--- src/rtl/halfmac_pkg.sv ---
// Package: shared encodings and instruction-word bit positions for the
// half-word multiply-add unit. Assumes a 64-bit instruction word.
package halfmac_pkg;

    // Operand source form presented by the issue logic
    typedef enum logic [1:0] {
        FORM_RR     = 2'd0,
        FORM_IMM    = 2'd1,
        FORM_BCONST = 2'd2,
        FORM_CCONST = 2'd3
    } form_e;

    // C conditioning modes (field ctrl[52:50])
    typedef enum logic [2:0] {
        CM_PASS  = 3'd0,
        CM_LO    = 3'd1,
        CM_HI    = 3'd2,
        CM_SFU   = 3'd3,
        CM_BFOLD = 3'd4,
        CM_R5    = 3'd5,
        CM_R6    = 3'd6,
        CM_R7    = 3'd7
    } cmode_e;

    localparam int CTRL_W      = 64;
    localparam int BIT_IMM_LO  = 20;
    localparam int IMM_W       = 16;
    localparam int BIT_PSHIFT  = 36;
    localparam int BIT_MRG_LO  = 37;
    localparam int BIT_SIGN_A  = 48;
    localparam int BIT_SIGN_B  = 49;
    localparam int BIT_MODE_LO = 50;
    localparam int MODE_W      = 3;
    localparam int BIT_HI_B    = 52;
    localparam int BIT_HI_A    = 53;
    localparam int BIT_MRG_HI  = 56;

endpackage

--- src/rtl/hm_src_route.sv ---
// Module: hm_src_route
// Resolves the effective 32-bit B value and the merge enable from the form
// code. Assumes the immediate is zero-extended and that form 3 never merges.
module hm_src_route
    import halfmac_pkg::*;
#(
    parameter int DW = 32
) (
    input  logic          clk,
    input  logic          rst_n,
    input  form_e         form,
    input  logic [IMM_W-1:0] imm,
    input  logic          mrg_lo_bit,
    input  logic          mrg_hi_bit,
    input  logic [DW-1:0] opd_b,
    output logic [DW-1:0] b_full,
    output logic          merge_en
);
    localparam int PAD_W = DW - IMM_W;

    // Pick B: immediate for the immediate form, fetched operand otherwise
    always_comb begin
        if (form == FORM_IMM) begin
            b_full = {{PAD_W{1'b0}}, imm};
        end else begin
            b_full = opd_b;
        end
    end

    // Decode which instruction bit controls merge for this form
    always_comb begin
        unique case (form)
            FORM_BCONST: merge_en = mrg_hi_bit;
            FORM_CCONST: merge_en = 1'b0;
            default:     merge_en = mrg_lo_bit;
        endcase
    end

    AST_CCONST_NO_MERGE: assert property (@(posedge clk) disable iff (!rst_n)
        (form == FORM_CCONST) |-> !merge_en);
    AST_IMM_ZERO_EXT: assert property (@(posedge clk) disable iff (!rst_n)
        (form == FORM_IMM) |-> (b_full[DW-1:IMM_W] == '0));

endmodule

--- src/rtl/hm_product.sv ---
// Module: hm_product
// Selects one half of each multiplicand, forms the unsigned product and
// optionally shifts it up by one half-word. Assumes unsigned operands.
module hm_product #(
    parameter int DW = 32
) (
    input  logic          clk,
    input  logic          rst_n,
    input  logic [DW-1:0] opd_a,
    input  logic [DW-1:0] b_full,
    input  logic          hi_a,
    input  logic          hi_b,
    input  logic          pshift,
    output logic [DW-1:0] prod
);
    localparam int HW = DW / 2;
    localparam int NOPS = 2;

    logic [DW-1:0] src   [NOPS];
    logic          sel_hi[NOPS];
    logic [HW-1:0] half  [NOPS];
    logic [DW-1:0] mul;

    assign src[0]    = opd_a;
    assign src[1]    = b_full;
    assign sel_hi[0] = hi_a;
    assign sel_hi[1] = hi_b;

    // One half-word selector per multiplicand
    for (genvar g = 0; g < NOPS; g++) begin : g_half
        // Choose upper or lower half of this operand
        always_comb begin
            half[g] = sel_hi[g] ? src[g][DW-1:HW] : src[g][HW-1:0];
        end
    end

    // Unsigned 16x16 multiply into a full-width product
    always_comb begin
        mul = {{HW{1'b0}}, half[0]} * {{HW{1'b0}}, half[1]};
    end

    // Optional half-word shift, wrapping at the data width
    always_comb begin
        prod = pshift ? {mul[HW-1:0], {HW{1'b0}}} : mul;
    end

    AST_SHIFT_LOW_ZERO: assert property (@(posedge clk) disable iff (!rst_n)
        pshift |-> (prod[HW-1:0] == '0));
    AST_ZERO_HALF_ZERO_PROD: assert property (@(posedge clk) disable iff (!rst_n)
        ((hi_a ? opd_a[DW-1:HW] : opd_a[HW-1:0]) == '0) |-> (prod == '0));

endmodule

--- src/rtl/hm_cond_c.sv ---
// Module: hm_cond_c
// Conditions operand C according to the mode field and flags unsupported
// modes. Assumes the B-fold mode uses the original full-width B.
module hm_cond_c
    import halfmac_pkg::*;
#(
    parameter int DW = 32
) (
    input  logic          clk,
    input  logic          rst_n,
    input  cmode_e        mode,
    input  logic [DW-1:0] opd_c,
    input  logic [DW-1:0] b_full,
    output logic [DW-1:0] c_cond,
    output logic          bad_mode
);
    localparam int HW = DW / 2;

    // Produce the conditioned C and the unsupported-mode flag
    always_comb begin
        bad_mode = 1'b0;
        c_cond   = '0;
        unique case (mode)
            CM_PASS:  c_cond = opd_c;
            CM_LO:    c_cond = {{HW{1'b0}}, opd_c[HW-1:0]};
            CM_HI:    c_cond = {{HW{1'b0}}, opd_c[DW-1:HW]};
            CM_BFOLD: c_cond = opd_c + {b_full[HW-1:0], {HW{1'b0}}};
            default:  bad_mode = 1'b1;
        endcase
    end

    AST_LO_UPPER_CLEAR: assert property (@(posedge clk) disable iff (!rst_n)
        ((mode == CM_LO) || (mode == CM_HI)) |-> (c_cond[DW-1:HW] == '0));
    AST_SUPPORTED_NO_ERR: assert property (@(posedge clk) disable iff (!rst_n)
        ((mode == CM_PASS) || (mode == CM_LO) || (mode == CM_HI) || (mode == CM_BFOLD))
        |-> !bad_mode);
    AST_UNSUPPORTED_ERR: assert property (@(posedge clk) disable iff (!rst_n)
        ((mode == CM_SFU) || (mode[2] && (mode[1:0] != 2'b00))) |-> bad_mode);

endmodule

--- src/rtl/halfmac_unit.sv ---
// Module: halfmac_unit (top)
// Half-word multiply-add with C conditioning and B merge, one register
// stage. Assumes operands are already fetched and only unsigned use.
module halfmac_unit
    import halfmac_pkg::*;
(
    input  logic        clk,
    input  logic        rst_n,
    input  logic        in_valid,
    input  logic [1:0]  form,
    input  logic [63:0] ctrl,
    input  logic [31:0] opd_a,
    input  logic [31:0] opd_b,
    input  logic [31:0] opd_c,
    output logic        out_valid,
    output logic [31:0] result,
    output logic        err
);
    localparam int DW = 32;
    localparam int HW = DW / 2;

    form_e         form_q;
    cmode_e        mode;
    logic [DW-1:0] b_full;
    logic          merge_en;
    logic [DW-1:0] prod;
    logic [DW-1:0] c_cond;
    logic          bad_mode;
    logic          sign_req;
    logic [DW-1:0] sum;
    logic [DW-1:0] res_n;
    logic          err_n;
    logic          unused_ctrl_bits;

    assign form_q   = form_e'(form);
    assign mode     = cmode_e'(ctrl[BIT_MODE_LO +: MODE_W]);
    assign sign_req = ctrl[BIT_SIGN_A] | ctrl[BIT_SIGN_B];
    assign unused_ctrl_bits = ^{ctrl[63:57], ctrl[55:54], ctrl[47:38], ctrl[19:0]};

    hm_src_route #(.DW(DW)) route_i (
        .clk        (clk),
        .rst_n      (rst_n),
        .form       (form_q),
        .imm        (ctrl[BIT_IMM_LO +: IMM_W]),
        .mrg_lo_bit (ctrl[BIT_MRG_LO]),
        .mrg_hi_bit (ctrl[BIT_MRG_HI]),
        .opd_b      (opd_b),
        .b_full     (b_full),
        .merge_en   (merge_en)
    );

    hm_product #(.DW(DW)) prod_i (
        .clk    (clk),
        .rst_n  (rst_n),
        .opd_a  (opd_a),
        .b_full (b_full),
        .hi_a   (ctrl[BIT_HI_A]),
        .hi_b   (ctrl[BIT_HI_B]),
        .pshift (ctrl[BIT_PSHIFT]),
        .prod   (prod)
    );

    hm_cond_c #(.DW(DW)) cond_i (
        .clk      (clk),
        .rst_n    (rst_n),
        .mode     (mode),
        .opd_c    (opd_c),
        .b_full   (b_full),
        .c_cond   (c_cond),
        .bad_mode (bad_mode)
    );

    // Wrapping add of product and conditioned C
    always_comb begin
        sum = prod + c_cond;
    end

    // Apply merge, then force zero on any error request
    always_comb begin
        err_n = bad_mode | sign_req;
        if (err_n) begin
            res_n = '0;
        end else if (merge_en) begin
            res_n = {b_full[HW-1:0], sum[HW-1:0]};
        end else begin
            res_n = sum;
        end
    end

    // Output register: valid every cycle, data and error only on accept
    always_ff @(posedge clk) begin
        if (!rst_n) begin
            out_valid <= 1'b0;
            result    <= '0;
            err       <= 1'b0;
        end else begin
            out_valid <= in_valid;
            if (in_valid) begin
                result <= res_n;
                err    <= err_n;
            end
        end
    end

    AST_VALID_FOLLOWS: assert property (@(posedge clk) disable iff (!rst_n)
        in_valid |=> out_valid);
    AST_VALID_DROPS: assert property (@(posedge clk) disable iff (!rst_n)
        !in_valid |=> !out_valid);
    AST_IDLE_HOLD: assert property (@(posedge clk) disable iff (!rst_n)
        !in_valid |=> ($stable(result) && $stable(err)));
    AST_ERR_ZERO_RESULT: assert property (@(posedge clk) disable iff (!rst_n)
        err |-> (result == '0));
    AST_SIGN_FLAGS_ERR: assert property (@(posedge clk) disable iff (!rst_n)
        (in_valid && (ctrl[BIT_SIGN_A] || ctrl[BIT_SIGN_B])) |=> err);
    AST_MERGE_UPPER: assert property (@(posedge clk) disable iff (!rst_n)
        (in_valid && merge_en && !err_n) |=> (result[DW-1:HW] == $past(b_full[HW-1:0])));
    AST_RESET_CLEARS: assert property (@(posedge clk)
        !rst_n |=> (!out_valid && !err && (result == '0)));

endmodule

--- config.mk ---
export PLATFORM = sky130hd
export DESIGN_NAME = halfmac_unit
export DESIGN_NICKNAME = d
export VERILOG_FILES = /design/src/rtl/halfmac_pkg.sv /design/src/rtl/hm_src_route.sv /design/src/rtl/hm_product.sv /design/src/rtl/hm_cond_c.sv /design/src/rtl/halfmac_unit.sv
export SDC_FILE = /design/constraint.sdc
export NUM_CORES = 1
export LEC_CHECK = 0
export ABC_AREA = 1
export CORE_MARGIN = 2
export CORE_UTILIZATION = 55
export DETAILED_ROUTE_END_ITERATION = 10
export GPL_TIMING_DRIVEN = 1
export PLACE_DENSITY = 0.89
export SYNTH_ARGS = -nofsm -noshare
export SYNTH_HDL_FRONTEND = slang
export SYNTH_SLANG_ARGS = --single-unit
--- constraint.sdc ---
create_clock -name clk -period 18.89 [get_ports clk]
set_input_delay 3.778 -clock clk [delete_from_list [all_inputs] [get_ports clk]]
set_output_delay 3.778 -clock clk [all_outputs]
set_load 0.01 [all_outputs]
; ---- Yosys cells after proc, flatten, opt, wreduce, memory -nomap -nowiden
; Index checks and enable logic that the tools add are counted.
[word_totals]
reg_bits = 34
latch_bits = 0
mem_bits_rw = 0
romBits = 0
inputBits = 165
output_inout_bits = 34
word_cells = 25
mem_count = 0
[classes]
add_sub_neg = 2
n_mul = 1
div_mod_pow = 0
magnitude_cmp = 0
n_eq_ne = 6
shifts = 0
muxes = 9
bitwise_logic = 2
n_reduce_logical = 2
[ops]
columns = cell, count
row1 = 2-to-1 mux 32 bit, 4
row2 = one-hot mux 32 bit (4 select lines), 1
row3 = adder 32 bit, 2
row4 = multiplier 16 x 16 -> 32 bit, 1
row5 = 2-to-1 mux 16 bit, 2
row6 = == test 2 bit (second input constant), 2
row7 = OR reduction 4 bit, 1
row8 = == test 3 x 1 -> 1 bit (second input constant), 1
row9 = == test 3 x 2 -> 1 bit (second input constant), 1
row10 = == test 3 bit (second input constant), 1
row11 = zero test 3 bit, 1
row12 = == test 2 x 1 -> 1 bit (second input constant), 1
row13 = OR 1 bit, 2
row14 = one-hot mux 1 bit (2 select lines), 1
row15 = 2-to-1 mux 1 bit, 1

; ---- Logic depth before layout (Yosys ltp)
[logic_depth]
word_depth = 8
depth_mapped = 46
mapped_depth_nobuf = 44

; ---- Modules after synthesis
; Synthesis repeated with hierarchy kept, for this count alone.
[hier_totals]
cells_unflattened = 2484
area_unflattened_um2 = 15449.8
[modules_own_cells]
columns = module, instances, cells_each, area_each_um2, seq_area_each_um2
row1 = hm_product, 1, 1413, 9898.2, 0.0
row2 = halfmac_unit, 1, 702, 3776.1, 680.7
row3 = hm_cond_c, 1, 277, 1357.6, 0.0
row4 = hm_src_route, 1, 92, 417.9, 0.0

; ---- Least setup slack after synthesis
; Ideal clock, no wire load.
[synth_timing]
kind = input-to-reg
start = input form[1]
end = register result[31]
setup_ps = 70
arrival_time_ps = 10901
required_ps = 18820
path_slack_ps = 7919
cell_stages = 42
path_buffers = 3
cell_sequence = inv_2 > nand2_1 > buf_4 > buf_2 > nand2_1 > nand2_1 > a22oi_1 > buf_2 > nor2_1 > fa_1 > inv_1 > fa_1 > inv_1 > fa_1 > fa_1 > fa_1 > inv_1 > fa_1 > [6 not listed] > o211ai_1 > a31oi_1 > inv_1 > or2_1 > nand3_1 > o21ai_0 > ha_1 > a21o_1 > a21oi_1 > inv_1 > nand2_1 > nor3b_1 > o21ai_0 > a21oi_1 > nand3_1 > nand3_1 > nand2_1 > a21oi_1
[synth_between]
elab_chain_cells = 8
word_cells_on_any_way = 13
cone_classes = add/sub (2) / mul (1) / eq/ne (3) / mux (7)
[synth_rtl]
columns = item, line
row1 = "start, declared", halfmac_unit.sv:10  ; input logic [1:0] form,
row2 = == test 2 x 1 -> 1 bit, hm_src_route.sv:23  ; if (form == FORM_IMM) begin
row3 = 2-to-1 mux 32 bit, hm_src_route.sv:23
row4 = 2-to-1 mux 16 bit, hm_product.sv:33  ; half[g] = sel_hi[g] ? src[g][DW-1:HW] : src[g][HW-1:0];
row5 = multiplier 16 x 16 -> 32 bit, hm_product.sv:39  ; mul = {{HW{1'b0}}, half[0]} * {{HW{1'b0}}, half[1]};
row6 = 2-to-1 mux 32 bit, hm_product.sv:44  ; prod = pshift ? {mul[HW-1:0], {HW{1'b0}}} : mul;
row7 = adder 32 bit, halfmac_unit.sv:75  ; sum = prod + c_cond;
row8 = 2-to-1 mux 32 bit *, halfmac_unit.sv:83  ; end else if (merge_en) begin
row9 = 2-to-1 mux 32 bit *, halfmac_unit.sv:81  ; if (err_n) begin
row10 = "end signal, assigned", halfmac_unit.sv:99  ; result <= res_n;
row11 = "end, declared", halfmac_unit.sv:16  ; output logic [31:0] result,
; Every way passes the cells marked *; elsewhere a longest branch is shown, timed or not.
; A chain may end at the register's enable or synchronous reset.

; ---- Final worst setup path
; Ends and elaborated chain as after synthesis.

==> flow_summary.yaml <==
route:
  first_pass_iters: 8
  vias_per_cell: 5.699
  routedWlPerCell_um: 18.96
  finalWirelength_mm: 46.50
  route.detailed.drc: 0
  vias: 13980
  antenna_left: 0
  drtIter0Drc: 1237
clocking:
  htree_levels: 2
  clk_pin_slew_worst_paths_ns: 0.06
  cts_inserted_buffers: 5
  cts_tree: "done"
  cts-root-buf: "clkbuf_16"
  cts_num_sinks: 34
  cts_resized: 0
  clk_path_buf_depth: 2
  post_cts_buffers: 0
  hold_buffers: 0
  clock_latency_ns: 0.28
worst_hold_path:
  worstHoldPathType: "reg2reg"
placement:
  place_area_mm2: 0.01559
  place_congestion: 1.005
  place_ws_ns: 4.988
  dp_hpwl_mm: 39.64
  dp.cells: 2445
  port_buffers: 159
timing:
  setup_viol: 0
  fin_crit_sh_pct: 73.92
  maxSlewViolCount: 0
  max_freq_mhz: 71.62
  min_period_ns: 13.96
  fin_ws_ns: 4.927
  hold_viol: 0
  worst_pin_slew_ns: 1.211
  slew_headroom_pct: 19.26
  finClkSkew_ns: 0
  grt_setup_unrepaired: "no"
  tns_ns: 0
synthesis:
  yosys_register_bits: 34
  yosysWarningCount: 0
  yosysMostFrequentCell: "nand2_1"
  yosysTopAreaCell: "fa_1"
  synth_edf_count: 0
  synth_cells: 1990
  yosysSeqAreaShare_pct: 4.983
  syn-num-nets: 2501
  yosys-top-cells-area: "fa_1 (29%), ha_1 (14%), nand2_1 (12%)"
  syn_avg_cell_area_um2: 6.865
  synthArstFlopShare_pct: 0
  ys.flop_type: "dfxtp_1"
  netlist.area_leader.share_pct: 28.72
  synth_common_cells: "nand2_1 (432), inv_1 (424), nor2_1 (212)"
  syn_area_mm2: 0.01366
  ys_types: 56
worst_setup_path:
  cp-end-kind: "register"
  cpMaxStageDelayCell: "o21ai_0"
  cp.required_ns: 19.09
  cp_slowest_stage_delay_ns: 1.11
  startpoint_type: "input port"
  path_max_fanout: 30
  crit_path_frequent_cell: "inv_1"
  worstSetupPathType: "in2reg"
  worstPathArrival_ns: 14.16
die:
  core_mm2: 0.02432
  start_util_pct: 56.17
  row_count: 57
  die_x_um: 161.6
  die_h_um: 161.6
  pin_count: 199
  die_area_mm2: 0.02611
global_route:
  grt_max_degree: 33
  antenna_found_initial: 0
  overflow: 0
  grt_pass1_wl_mm: 73.44
  grt_pass1_vias: 14370
  grt_usage_pct: 35.82
final_layout:
  multi_input_area_mm2: 0.01111
  fin_area_mm2: 0.01579
  num_antenna_cells: 0
  seq_area_um2: 680.7
  fill_cells: 2104
  nets: 2639
  syn_to_final_growth_pct: 15.57
  drive_gt1_share_pct: 4.180
  fin_cells: 2453
run:
  maxCapViolCount: 0
status:
  status: "completed"
==> placed cells by master, fill, tap and decap left out, types with 19 or more instances in the layout <==
cell type,netlist,layout
a21oi_1,125,125
clkdlybuf4s50_1,0,159
dfxtp_1,34,34
fa_1,196,196
ha_1,150,150
inv_1,424,424
nand2_1,432,432
nand3_1,60,60
nor2_1,212,212
o21ai_0,73,73
o21ai_1,30,30
o22ai_1,28,28
xor2_1,19,19
==> through the flow <==
| step | hold WS, ns | utilization (%) |
|---|---|---|
| after floorplan | 0.4876 | - |
| after global placement | 0.4532 | 64.10 |
| after detailed placement | 0.4590 | 64.10 |
| after CTS | 0.4702 | 64.92 |
| after global routing | 0.4865 | 64.92 |
| final | 0.4649 | 64.92 |
==> registers in the layout (all words and copies together), names as in the netlist <==
register,flops
err,1
result,32
out_valid,1
==> layout make-up <==
type,count,area share (%)
repair buffers,176,10.89
clock inverters,2,0.3804
multi-input cells,1464,70.34
flip-flops and latches,34,4.311
clock buffers,6,0.8797
inverters,447,10.63
well taps,324,2.568
==> worst max-delay path, delay by kind of cell <==
family | cells | cell delay (ns)
buffers and inverters | 9 | 1.00
and+or+nand+nor | 11 | 1.86
AOI/OAI and AO/OA | 12 | 3.67
adders and majority gates | 8 | 3.83
==> logic make-up (layout without fill, tap and decap cells) <==
logic type | count (synthesis) | after routing | share of synthesized area (%)
compound gates | 334 | 334 | 14.65
xor+xnor | 26 | 26 | 1.667
fa+ha+maj | 346 | 346 | 42.46
buf+inv | 492 | 631 | 13.72
flops | 34 | 34 | 4.983
mux | 1 | 1 | 0.07328
simple gates | 757 | 757 | 22.44
==> final timing paths <==
path	from	to	slack, ns	cells after the start
worst max-delay path	form[1]	result[31]$_SDFFE_PN0P_	4.93	40
worst min-delay path	result[26]$_SDFFE_PN0P_	result[26]$_SDFFE_PN0P_	0.46	2
worst max register to register	result[0]$_SDFFE_PN0P_	result[0]$_SDFFE_PN0P_	18.17	2
worst min register to register	result[26]$_SDFFE_PN0P_	result[26]$_SDFFE_PN0P_	0.46	2
==> metal layers <==
layer	vias up	share of wire, %	track usage [%]
met5	-	0	0
met4	0	6.5	19.68
met3	196	8.1	4.186
met2	787	48	61.79
met1	6542	38	43.75
li1	6454	-	-
Power is not shown: default switching activity piles up to over one toggle a cycle in this logic, so the estimate is an artifact.
